$ cat config.mk
export PLATFORM = sky130hd
export DESIGN_NAME = can_tx_sched
export DESIGN_NICKNAME = d
export VERILOG_FILES = /design/src/rtl/can_tx_pkg.sv /design/src/rtl/can_tx_idbank.sv /design/src/rtl/can_tx_pick.sv /design/src/rtl/can_tx_flags.sv /design/src/rtl/can_tx_sched.sv
export SDC_FILE = /design/constraint.sdc
export NUM_CORES = 1
export LEC_CHECK = 0
export BUFFER_PORTS_ARGS = -buffer_cell sky130_fd_sc_hd__buf_2
export CORE_UTILIZATION = 60
export DETAILED_ROUTE_END_ITERATION = 16
export PLACE_DENSITY = 0.78
export SYNTH_ARGS = -nofsm -noshare
export SYNTH_HDL_FRONTEND = slang
export SYNTH_SLANG_ARGS = --single-unit
$ cat constraint.sdc
create_clock -name clk -period 46 [get_ports clk]
set_input_delay 9.2 -clock clk [delete_from_list [all_inputs] [get_ports clk]]
set_output_delay 9.2 -clock clk [all_outputs]
set_load 0.1 [all_outputs]
$ cat src/rtl/can_tx_pkg.sv
package can_tx_pkg;
    timeunit 1ns;
    timeprecision 1ps;

    typedef enum logic [1:0] {
        ST_IDLE   = 2'd0,
        ST_ARB    = 2'd1,
        ST_LOADED = 2'd2,
        ST_ACTIVE = 2'd3
    } sched_state_e;

    localparam int REG_PEND    = 0;
    localparam int REG_CANCEL  = 1;
    localparam int REG_ACK     = 2;
    localparam int REG_ABORT   = 3;
    localparam int REG_MASK    = 4;
    localparam int REG_CTRL    = 5;
    localparam int REG_ID_BASE = 16;
endpackage

$ cat src/rtl/can_tx_idbank.sv
module can_tx_idbank #(
    parameter int N_MBOX = 15,
    parameter int ID_W   = 11,
    localparam int IDX_W = $clog2(N_MBOX)
) (
    input  logic                           clk,
    input  logic                           rst_n,
    input  logic                           wr_en,
    input  logic [IDX_W-1:0]               wr_idx,
    input  logic [ID_W-1:0]                wr_val,
    output logic [N_MBOX-1:0][ID_W-1:0]    ids
);
    timeunit 1ns;
    timeprecision 1ps;

    logic [N_MBOX-1:0][ID_W-1:0] ids_d, ids_q;

    always_comb begin
        ids_d = ids_q;
        if (wr_en) begin
            ids_d[wr_idx] = wr_val;
        end
    end

    always_ff @(posedge clk or negedge rst_n) begin
        if (!rst_n) begin
            ids_q <= '0;
        end else begin
            ids_q <= ids_d;
        end
    end

    assign ids = ids_q;
endmodule

$ cat src/rtl/can_tx_pick.sv
module can_tx_pick #(
    parameter int N_MBOX = 15,
    parameter int ID_W   = 11,
    localparam int IDX_W = $clog2(N_MBOX)
) (
    input  logic [N_MBOX-1:0]              pend,
    input  logic [N_MBOX-1:0][ID_W-1:0]    ids,
    input  logic                           by_id,
    output logic                           any,
    output logic [IDX_W-1:0]               win_idx
);
    timeunit 1ns;
    timeprecision 1ps;

    logic [ID_W-1:0] best_id;

    // Scan upward: the first pending mailbox is taken, and a later one
    // replaces it only with a strictly lower identifier in identifier mode,
    // so ties stay with the lower mailbox number.
    always_comb begin
        any     = 1'b0;
        win_idx = '0;
        best_id = '1;
        for (int k = 0; k < N_MBOX; k++) begin
            if (pend[k] && (!any || (by_id && (ids[k] < best_id)))) begin
                any     = 1'b1;
                win_idx = IDX_W'(k);
                best_id = ids[k];
            end
        end
    end
endmodule

$ cat src/rtl/can_tx_flags.sv
module can_tx_flags #(
    parameter int N_MBOX = 15
) (
    input  logic              clk,
    input  logic              rst_n,
    input  logic [N_MBOX-1:0] set_ack,
    input  logic [N_MBOX-1:0] set_abort,
    input  logic [N_MBOX-1:0] clr_ack,
    input  logic [N_MBOX-1:0] clr_abort,
    input  logic              mask_we,
    input  logic [N_MBOX-1:0] mask_val,
    input  logic              irq_en,
    output logic [N_MBOX-1:0] ack,
    output logic [N_MBOX-1:0] abort,
    output logic [N_MBOX-1:0] mask,
    output logic              irq
);
    timeunit 1ns;
    timeprecision 1ps;

    typedef struct packed {
        logic [N_MBOX-1:0] ack;
        logic [N_MBOX-1:0] abort;
        logic [N_MBOX-1:0] mask;
    } flag_t;

    flag_t d, q;

    always_comb begin
        d       = q;
        d.ack   = (q.ack & ~clr_ack) | set_ack;
        d.abort = (q.abort & ~clr_abort) | set_abort;
        if (mask_we) begin
            d.mask = mask_val;
        end
    end

    always_ff @(posedge clk or negedge rst_n) begin
        if (!rst_n) begin
            q <= '0;
        end else begin
            q <= d;
        end
    end

    assign ack   = q.ack;
    assign abort = q.abort;
    assign mask  = q.mask;
    assign irq   = irq_en & (|((q.ack | q.abort) & q.mask));

    AST_W1C_CLEARS: assert property (@(posedge clk) disable iff (!rst_n)
        ((|clr_ack) && !(|set_ack)) |=> ((q.ack & $past(clr_ack)) == '0))
        else $error("acknowledge clear ignored");

    AST_SET_WINS: assert property (@(posedge clk) disable iff (!rst_n)
        (|set_abort) |=> ((q.abort & $past(set_abort)) == $past(set_abort)))
        else $error("abort flag not set");

    AST_IRQ_NEEDS_MASK: assert property (@(posedge clk) disable iff (!rst_n)
        irq |-> (|q.mask))
        else $error("interrupt without any mask bit");
endmodule

$ cat src/rtl/can_tx_sched.sv
module can_tx_sched
    import can_tx_pkg::*;
#(
    parameter int N_MBOX = 15,
    parameter int ID_W   = 11,
    parameter int DATA_W = 16,
    parameter int ADDR_W = 5,
    localparam int IDX_W = $clog2(N_MBOX),
    localparam int MB_W  = $clog2(N_MBOX + 1)
) (
    input  logic              clk,
    input  logic              rst_n,
    input  logic              wr_en,
    input  logic [ADDR_W-1:0] wr_addr,
    input  logic [DATA_W-1:0] wr_data,
    input  logic [ADDR_W-1:0] rd_addr,
    output logic [DATA_W-1:0] rd_data,
    output logic              tx_valid,
    output logic [MB_W-1:0]   tx_mbox,
    output logic [ID_W-1:0]   tx_id,
    input  logic              tx_start,
    input  logic              tx_done,
    input  logic              tx_lost,
    output logic              irq
);
    timeunit 1ns;
    timeprecision 1ps;

    typedef struct packed {
        sched_state_e      st;
        logic [N_MBOX-1:0] pend;
        logic [IDX_W-1:0]  bidx;
        logic [ID_W-1:0]   bid;
        logic              by_id;
        logic              irq_en;
    } core_t;

    core_t d, q;

    logic [N_MBOX-1:0]           set_bits, cancel_bits, cancel_eff, done_hit;
    logic [N_MBOX-1:0]           buf_oh, lower_mask, allow;
    logic [N_MBOX-1:0]           clr_ack, clr_abort;
    logic [N_MBOX-1:0]           ack_v, abort_v, mask_v;
    logic [N_MBOX-1:0][ID_W-1:0] ids;
    logic                        set_req, lock_buf, pick_any;
    logic [IDX_W-1:0]            pick_idx;
    logic                        id_we, mask_we;
    logic [IDX_W-1:0]            id_idx, rd_idx;

    // ---------------- write decode ----------------
    always_comb begin
        set_bits    = '0;
        cancel_bits = '0;
        clr_ack     = '0;
        clr_abort   = '0;
        mask_we     = 1'b0;
        id_we       = 1'b0;
        id_idx      = IDX_W'(wr_addr - ADDR_W'(REG_ID_BASE));
        if (wr_en) begin
            if (wr_addr == ADDR_W'(REG_PEND))   set_bits    = wr_data[N_MBOX-1:0];
            if (wr_addr == ADDR_W'(REG_CANCEL)) cancel_bits = wr_data[N_MBOX-1:0];
            if (wr_addr == ADDR_W'(REG_ACK))    clr_ack     = wr_data[N_MBOX-1:0];
            if (wr_addr == ADDR_W'(REG_ABORT))  clr_abort   = wr_data[N_MBOX-1:0];
            if (wr_addr == ADDR_W'(REG_MASK))   mask_we     = 1'b1;
            if ((wr_addr >= ADDR_W'(REG_ID_BASE)) &&
                (wr_addr <  ADDR_W'(REG_ID_BASE + N_MBOX))) id_we = 1'b1;
        end
    end

    assign set_req    = |set_bits;
    assign buf_oh     = N_MBOX'(1) << q.bidx;
    assign lower_mask = (N_MBOX'(1) << pick_idx) - N_MBOX'(1);

    // ---------------- submodules ----------------
    can_tx_idbank #(.N_MBOX(N_MBOX), .ID_W(ID_W)) u_ids (
        .clk    (clk),
        .rst_n  (rst_n),
        .wr_en  (id_we),
        .wr_idx (id_idx),
        .wr_val (wr_data[ID_W-1:0]),
        .ids    (ids)
    );

    can_tx_pick #(.N_MBOX(N_MBOX), .ID_W(ID_W)) u_pick (
        .pend    (q.pend),
        .ids     (ids),
        .by_id   (q.by_id),
        .any     (pick_any),
        .win_idx (pick_idx)
    );

    can_tx_flags #(.N_MBOX(N_MBOX)) u_flags (
        .clk       (clk),
        .rst_n     (rst_n),
        .set_ack   (done_hit),
        .set_abort (cancel_eff),
        .clr_ack   (clr_ack),
        .clr_abort (clr_abort),
        .mask_we   (mask_we),
        .mask_val  (wr_data[N_MBOX-1:0]),
        .irq_en    (q.irq_en),
        .ack       (ack_v),
        .abort     (abort_v),
        .mask      (mask_v),
        .irq       (irq)
    );

    // ---------------- next state ----------------
    always_comb begin
        d = q;

        // The buffered mailbox is locked from the start strobe until the
        // engine reports; the arbitration cycle locks every mailbox.
        lock_buf = (q.st == ST_ACTIVE) || ((q.st == ST_LOADED) && tx_start);
        if (q.st == ST_ARB) begin
            allow = '0;
        end else if (lock_buf) begin
            allow = ~buf_oh;
        end else begin
            allow = '1;
        end
        cancel_eff = cancel_bits & q.pend & allow;
        done_hit   = ((q.st == ST_ACTIVE) && tx_done) ? buf_oh : '0;
        d.pend     = (q.pend & ~(cancel_eff | done_hit)) | set_bits;

        if (wr_en && (wr_addr == ADDR_W'(REG_CTRL))) begin
            d.by_id  = wr_data[0];
            d.irq_en = wr_data[1];
        end

        unique case (q.st)
            ST_IDLE: begin
                if (|d.pend) d.st = ST_ARB;
            end
            ST_ARB: begin
                d.bidx = pick_idx;
                d.bid  = ids[pick_idx];
                if (set_req) begin
                    d.st = ST_ARB;
                end else if (pick_any) begin
                    d.st = ST_LOADED;
                end else begin
                    d.st = ST_IDLE;
                end
            end
            ST_LOADED: begin
                if (tx_start) begin
                    d.st = ST_ACTIVE;
                end else if (set_req || (|(cancel_eff & buf_oh))) begin
                    d.st = ST_ARB;
                end
            end
            ST_ACTIVE: begin
                if (tx_done) begin
                    d.st = ST_IDLE;
                end else if (tx_lost) begin
                    d.st = ST_ARB;
                end
            end
            default: d.st = ST_IDLE;
        endcase
    end

    always_ff @(posedge clk or negedge rst_n) begin
        if (!rst_n) begin
            q <= '0;
        end else begin
            q <= d;
        end
    end

    // ---------------- outputs and read mux ----------------
    assign tx_valid = (q.st == ST_LOADED);
    assign tx_mbox  = MB_W'(q.bidx) + MB_W'(1);
    assign tx_id    = q.bid;
    assign rd_idx   = IDX_W'(rd_addr - ADDR_W'(REG_ID_BASE));

    always_comb begin
        rd_data = '0;
        if (rd_addr == ADDR_W'(REG_PEND)) begin
            rd_data = DATA_W'(q.pend);
        end else if (rd_addr == ADDR_W'(REG_ACK)) begin
            rd_data = DATA_W'(ack_v);
        end else if (rd_addr == ADDR_W'(REG_ABORT)) begin
            rd_data = DATA_W'(abort_v);
        end else if (rd_addr == ADDR_W'(REG_MASK)) begin
            rd_data = DATA_W'(mask_v);
        end else if (rd_addr == ADDR_W'(REG_CTRL)) begin
            rd_data = DATA_W'({q.irq_en, q.by_id});
        end else if ((rd_addr >= ADDR_W'(REG_ID_BASE)) &&
                     (rd_addr <  ADDR_W'(REG_ID_BASE + N_MBOX))) begin
            rd_data = DATA_W'(ids[rd_idx]);
        end
    end

    // ---------------- assertions ----------------
    AST_ZERO_WRITE_KEEPS: assert property (@(posedge clk) disable iff (!rst_n)
        (wr_en && (wr_addr == ADDR_W'(REG_PEND)))
        |=> ((q.pend & $past(q.pend & ~done_hit)) == $past(q.pend & ~done_hit)))
        else $error("pending bit lost on pending write");

    AST_ORDER_LOWEST: assert property (@(posedge clk) disable iff (!rst_n)
        ((q.st == ST_ARB) && !q.by_id && pick_any) |-> ((q.pend & lower_mask) == '0))
        else $error("lower pending mailbox skipped");

    AST_VALID_PENDING: assert property (@(posedge clk) disable iff (!rst_n)
        tx_valid |-> (|(q.pend & buf_oh)))
        else $error("offered mailbox not pending");

    AST_DONE_RETIRES: assert property (@(posedge clk) disable iff (!rst_n)
        ((q.st == ST_ACTIVE) && tx_done && !set_req)
        |=> (!(|(q.pend & $past(buf_oh))) && (|(ack_v & $past(buf_oh)))))
        else $error("completion not retired");

    AST_LOST_KEEPS: assert property (@(posedge clk) disable iff (!rst_n)
        ((q.st == ST_ACTIVE) && tx_lost && !tx_done)
        |=> ((q.st == ST_ARB) && (|(q.pend & $past(buf_oh)))))
        else $error("lost arbitration dropped request");

    AST_ARB_NO_CANCEL: assert property (@(posedge clk) disable iff (!rst_n)
        ((q.st == ST_ARB) && !(wr_en && (wr_addr == ADDR_W'(REG_ABORT))))
        |=> (abort_v == $past(abort_v)))
        else $error("cancel accepted during arbitration");
endmodule

* Yosys cells after proc, flatten, opt, wreduce, memory -nomap -nowiden
Index checks and enable logic that the tools add are counted.
** Storage, ports and cells
- Flip-flop bits (word level) :: 244
- Bits of input ports :: 32
- Logic and storage cells :: 233
** Operators by class
- Add/sub/neg operators :: 3
- $lt $le $gt $ge :: 22
- Equal/unequal tests :: 15
- Shift operators :: 1
- Mux-type cells :: 79
- Bitwise operators :: 17
- Reduce and logical (&&, ||, !) cells :: 72
** Operator list (number)
- $mux 15 :: 15
- $mux 11 :: 19
- $bwmux 165 :: 1
- $lt 11x11->1 :: 14
- $and 15x15->15 :: 7
- $bmux 11 s4 :: 2
- $or 15x15->15 :: 5
- $not 15->15 :: 4
- $reduce_or 15->1 :: 4
- $demux 11 s4 :: 1
- $logic_and 1x1->1 :: 34
- $mux 4 :: 7
- $eq 5x2->1 const B :: 4
- $eq 5x3->1 const B :: 4
- $mux 1 :: 20
- $mux 2 :: 9
- $logic_or 1x1->1 :: 16
- $lt 4x5->1 const B :: 3
- $shl 1x4->15 const A :: 1
- $logic_not 1->1 :: 14
- $mux 3 :: 4
- $ge 5x5->1 const B :: 2
- $logic_not 5->1 :: 2
- $lt 5x5->1 const B :: 2
- 13 further kinds :: 15

* Longest topological paths before layout
- Word-level depth :: 74
- Mapped depth :: 183
- Mapped depth without buffers :: 163

* Hierarchy
Synthesis repeated with hierarchy kept, for this count alone.
** Second synthesis, totals
- Cell total of the unflattened synthesis :: 2110
- Area, all modules :: 20499.7 µm²
** Modules (own cells, without submodules)
- can_tx_pick :: instances 1, cells an instance 944, area an instance 6730.2 µm², sequential area each 0.0 µm²
- can_tx_idbank :: instances 1, cells an instance 379, area an instance 6314.8 µm², sequential area each 4129.0 µm²
- can_tx_sched :: instances 1, cells an instance 645, area an instance 5696.7 µm², sequential area each 850.8 µm²
- can_tx_flags :: instances 1, cells an instance 142, area an instance 1757.9 µm², sequential area each 1126.1 µm²

* Worst setup path before layout
Ideal clock, no wire load.
- Path type :: reg2reg
- Start point :: reg q[17] (netlist bit)
- End point :: reg q, in the netlist tx_id[5]
- Library setup time :: 0.138 ns
- Arrival time :: 30.344 ns
- Required time :: 45.862 ns
- Setup slack :: 15.518 ns
- Stages on the path, launching flop included :: 173
- Buffers on the path :: 21
- Path through :: dfrtp_1 buf_2 inv_2 nor2_1 ha_1 nand4_1 nor2_1 o211a_2 nor3_2 o21ai_1 clkbuf_1 nor2_1 a21oi_1 inv_1 ha_1 o21ai_0 o2111ai_1 o211ai_1 (+137 left out) clkbuf_1 o21ai_0 ha_1 a21oi_1 nor2b_1 o21ai_0 nand2b_1 a21oi_1 o21ai_0 a311oi_1 inv_1 a31o_1 o21ai_2 nor2_1 buf_2 a22oi_1 nor2_1 or4_1
** On the way
- Longest elaborated chain between the ends :: 73
- Elaborated cells on any way between the ends :: 114
- Those cells by class :: order compare: 14; mux: 44; reduce/logical: 56
** Ends and longest elaborated chain
- from (decl) :: RTL line can_tx_sched.sv:38 : core_t d, q;
- from (signal assigned) :: RTL line can_tx_sched.sv:166 : q <= '0;
- from (signal assigned) :: RTL line can_tx_sched.sv:168 : q <= d;
- $mux 11 :: RTL line can_tx_pick.sv:25 : if (pend[k] && (!any || (by_id && (ids[k] < best_id)))) begin
- $lt 11x11->1 :: RTL line can_tx_pick.sv:25
- $logic_and 1x1->1 :: RTL line can_tx_pick.sv:25
- $logic_or 1x1->1 :: RTL line can_tx_pick.sv:25
- $logic_and 1x1->1 :: RTL line can_tx_pick.sv:25
- $mux 11 :: RTL line can_tx_pick.sv:25
- $lt 11x11->1 :: RTL line can_tx_pick.sv:25
- $logic_and 1x1->1 :: RTL line can_tx_pick.sv:25
- (+57 left out)
- $mux 11 :: RTL line can_tx_pick.sv:25
- $lt 11x11->1 :: RTL line can_tx_pick.sv:25
- $logic_and 1x1->1 :: RTL line can_tx_pick.sv:25
- $logic_or 1x1->1 :: RTL line can_tx_pick.sv:25
- $logic_and 1x1->1 :: RTL line can_tx_pick.sv:25
- $mux 4 * :: RTL line can_tx_pick.sv:25
- $bmux 11 s4 * :: RTL line can_tx_sched.sv:137 : d.bid = ids[pick_idx];
- $mux 11 (implied by the code) * :: RTL line can_tx_sched.sv:137
Mark *: on every way between the ends. The rest lies on a longest branch, timed or not. The select of a mux whose other input is x is not followed.
A chain may end at the register's enable or synchronous reset.

* Worst setup path in the final report
- Start point :: reg q[17] (netlist bit)
- End point :: reg q, in the netlist tx_id[4]
Same word-level chain as after synthesis.

==> reports/qor.txt <==
WS Path Type - flip-flop to flip-flop
most common flop cell mapped by yosys - dfrtp_1
mapped cell area - 0.0201 sq mm
worst-path maximum fanout - 23
Buffers on Ports - 62
Post-CTS Hold Fix Bufs - 0
Worst Path Required - 46510 ps
Core Region - 0.0327 sq mm
Die W - 185 um
initial antenna violation count - 1
area added between synthesis and finish - 6.87%
pin count of the biggest net entering global routing - 116
routed len/inst - 26.6 um
Synth Warn # - 0
fin nets - 2367
synthesized area per cell - 9.00 sq um
worst skew pair latency - 590 ps
routed wire length - 70900 um
clock buffer depth - 3
Rows - 66
All-Layer GR Usage - 0.416
Critical Path Most Common Cell - a21oi_1
DR pass1 iterations - 6
GRT met3 Usage - 0.101
routability congestion estimate - 0.998
Seq cells post-synth - 244
worst reg2reg path depth - 152
Unique masters post-synth - 104
syn nets - 2398
setup TNS - 0 ps
Max-cap violations - 0
number of global-route vias before repair - 18009
HPWL after DPL - 51500 um
# DRC - 0
clock skew - 19.5 ps
Rel. slew slack - 0.104
min-delay worst type - flip-flop to flip-flop
Overflow after GRT - 0
ANT nets after route - 0
Synth top area share - 0.304
f_max - 0.0274 GHz
initial core utilization - 0.614
Vert. Die Dim - 185 um
period utilization - 0.794
Layout fillers - 2726
Worst setup startpoint - q[17]$_DFF_PN0_
Synth area leaders - dfrtp_1, mux2_2, ha_1
worst r2r src - q[17]$_DFF_PN0_
grt met2 use - 0.638
leading cell type in the layout, fill and taps excluded - dfrtp_1
post-CTS sizing - 0
Clock Root Buffer - clkbuf_16
element type at the critical path end - flip-flop
hold path depth - 1
number of vias per cell - 7.15
die footprint - 0.0342 sq mm
routing usage on met1 - 0.550
Critical Path Sink - tx_id[4]$_DFFE_PN0P_
CTS tree - yes
endpoints failing setup - 0
status - finished clean
largest area contributor in the netlist - dfrtp_1
CP startpoint kind - flip-flop
Num CTS Buffers - 29
vias - 19048
global routing's busiest layer - met2
Post-synth EDFFs - 0
share of cells above drive strength 1 - 0.181
R2R Setup Slk - 9470 ps
CP arrival - 37040 ps
RSZ-0062 raised after global routing - false
drt initial violations - 2192
r2r endpoint - tx_id[4]$_DFFE_PN0P_
# clock sinks - 244
post-layout util - 0.656
clock period minus worst slack - 36530 ps
final hold vios - 0
commonest non-fill, non-tap cells in the layout - dfrtp_1, nand2_1, mux2_2
Crit path largest cell delay - 800 ps
Async SR Flop Fraction - 1.00
post-CTS setup buffer count - 0
final slew viol count - 0
H-tree Lvls - 1
slowest CP cell - nor2_1
number of primary I/O pins - 65
Cells after Synth - 2232
first-pass GRT wire length - 107000 um
clock-pin slew on the worst setup and hold paths - 70 ps
post-synthesis sequential area ratio - 0.304
Least-Margin Pin Slew - 1340 ps
==> synthesized netlist by cell type, types with 13 or more instances <==
library cell,n
mux4_2,41
buf_2,17
mux2i_1,67
a31oi_1,22
a21o_1,21
and3_1,21
o211ai_1,25
ha_1,134
nand4_1,35
mux2_2,185
nor4_1,14
a222oi_1,13
buf_1,22
nand2_1,229
a211o_1,17
o21ai_0,175
nor2b_1,25
inv_1,128
nand2b_1,27
nor2_1,143
clkbuf_1,94
a211oi_1,17
dfrtp_1,244
nand4b_1,17
nand3_1,66
nor3_1,21
o22ai_1,21
o21a_1,30
a21oi_1,111
==> stage by stage <==
step | hold slack [ps] | instances | setup slack, ps | cell area, sq um
final | 531 | 2664 | 9470 | 21500
after global routing | 554 | 2663 | 7230 | 21500
after CTS | 533 | 2663 | 10390 | 21500
after detailed placement | 516 | 2612 | 10730 | 20500
after global placement | 505 | 2612 | 11360 | 20500
after floorplan | 482 | 2232 | 15520 | 20100
==> registers in the layout, indices dropped and copies added, names as in the netlist <==
| signal | count |
|---|---|
| u_ids.ids | 165 |
| q | 23 |
| u_flags.abort | 15 |
| u_flags.ack | 15 |
| u_flags.mask | 15 |
| tx_id | 11 |
==> cell families after synthesis <==
| family | synth area share |
|---|---|
| adders and majority gates | 0.0835 |
| AOI/OAI and AO/OA | 0.200 |
| muxes | 0.186 |
| DFF | 0.304 |
| xor gates and xnor gates | 0.00436 |
| and+or+nand+nor | 0.167 |
| buffers and inverters | 0.0548 |
| other | 0.000187 |
==> area by class of cell <==
class,count,area [sq um],share of cell area
tap,442,553,0.0258
clock buffer,43,828,0.0386
antenna,1,2.50,0.000117
inverter,129,484,0.0226
sequential,244,6110,0.284
clock inverter,8,96.3,0.00449
timing repair buffer,84,485,0.0226
multi-input combinational,1713,12900,0.601
==> worst min path at each step <==
stage / start / endpoint / slack, ps
floorplan: tx_id[1]$_DFFE_PN0P_ / tx_id[1]$_DFFE_PN0P_ / 480
global placement: u_flags.mask[9]$_DFFE_PN0P_ / u_flags.mask[9]$_DFFE_PN0P_ / 500
detailed placement: u_flags.mask[12]$_DFFE_PN0P_ / u_flags.mask[12]$_DFFE_PN0P_ / 520
CTS: u_flags.mask[3]$_DFFE_PN0P_ / u_flags.mask[3]$_DFFE_PN0P_ / 530
global route: u_flags.mask[3]$_DFFE_PN0P_ / u_flags.mask[3]$_DFFE_PN0P_ / 550
finish: u_flags.mask[12]$_DFFE_PN0P_ / u_flags.mask[12]$_DFFE_PN0P_ / 530
==> routing by layer <==
| metal | part of all wire | up-vias |
|---|---|---|
| met5 | 0.00023 | - |
| met1 | 0.38 | 9248 |
| met2 | 0.44 | 1275 |
| met3 | 0.12 | 262 |
| met4 | 0.059 | 2 |
| li1 | - | 8261 |
==> worst max-delay path: cells and delay by family (launching register included) <==
kind | cells | cell delay (ps)
mux | 7 | 2580
simple gates | 44 | 10600
flops | 1 | 720
buf+inv | 15 | 2380
compound gates | 72 | 16030
fa+ha+maj | 14 | 4030
Power is not shown: default switching activity piles up to over one toggle a cycle in this logic, so the estimate is an artifact.
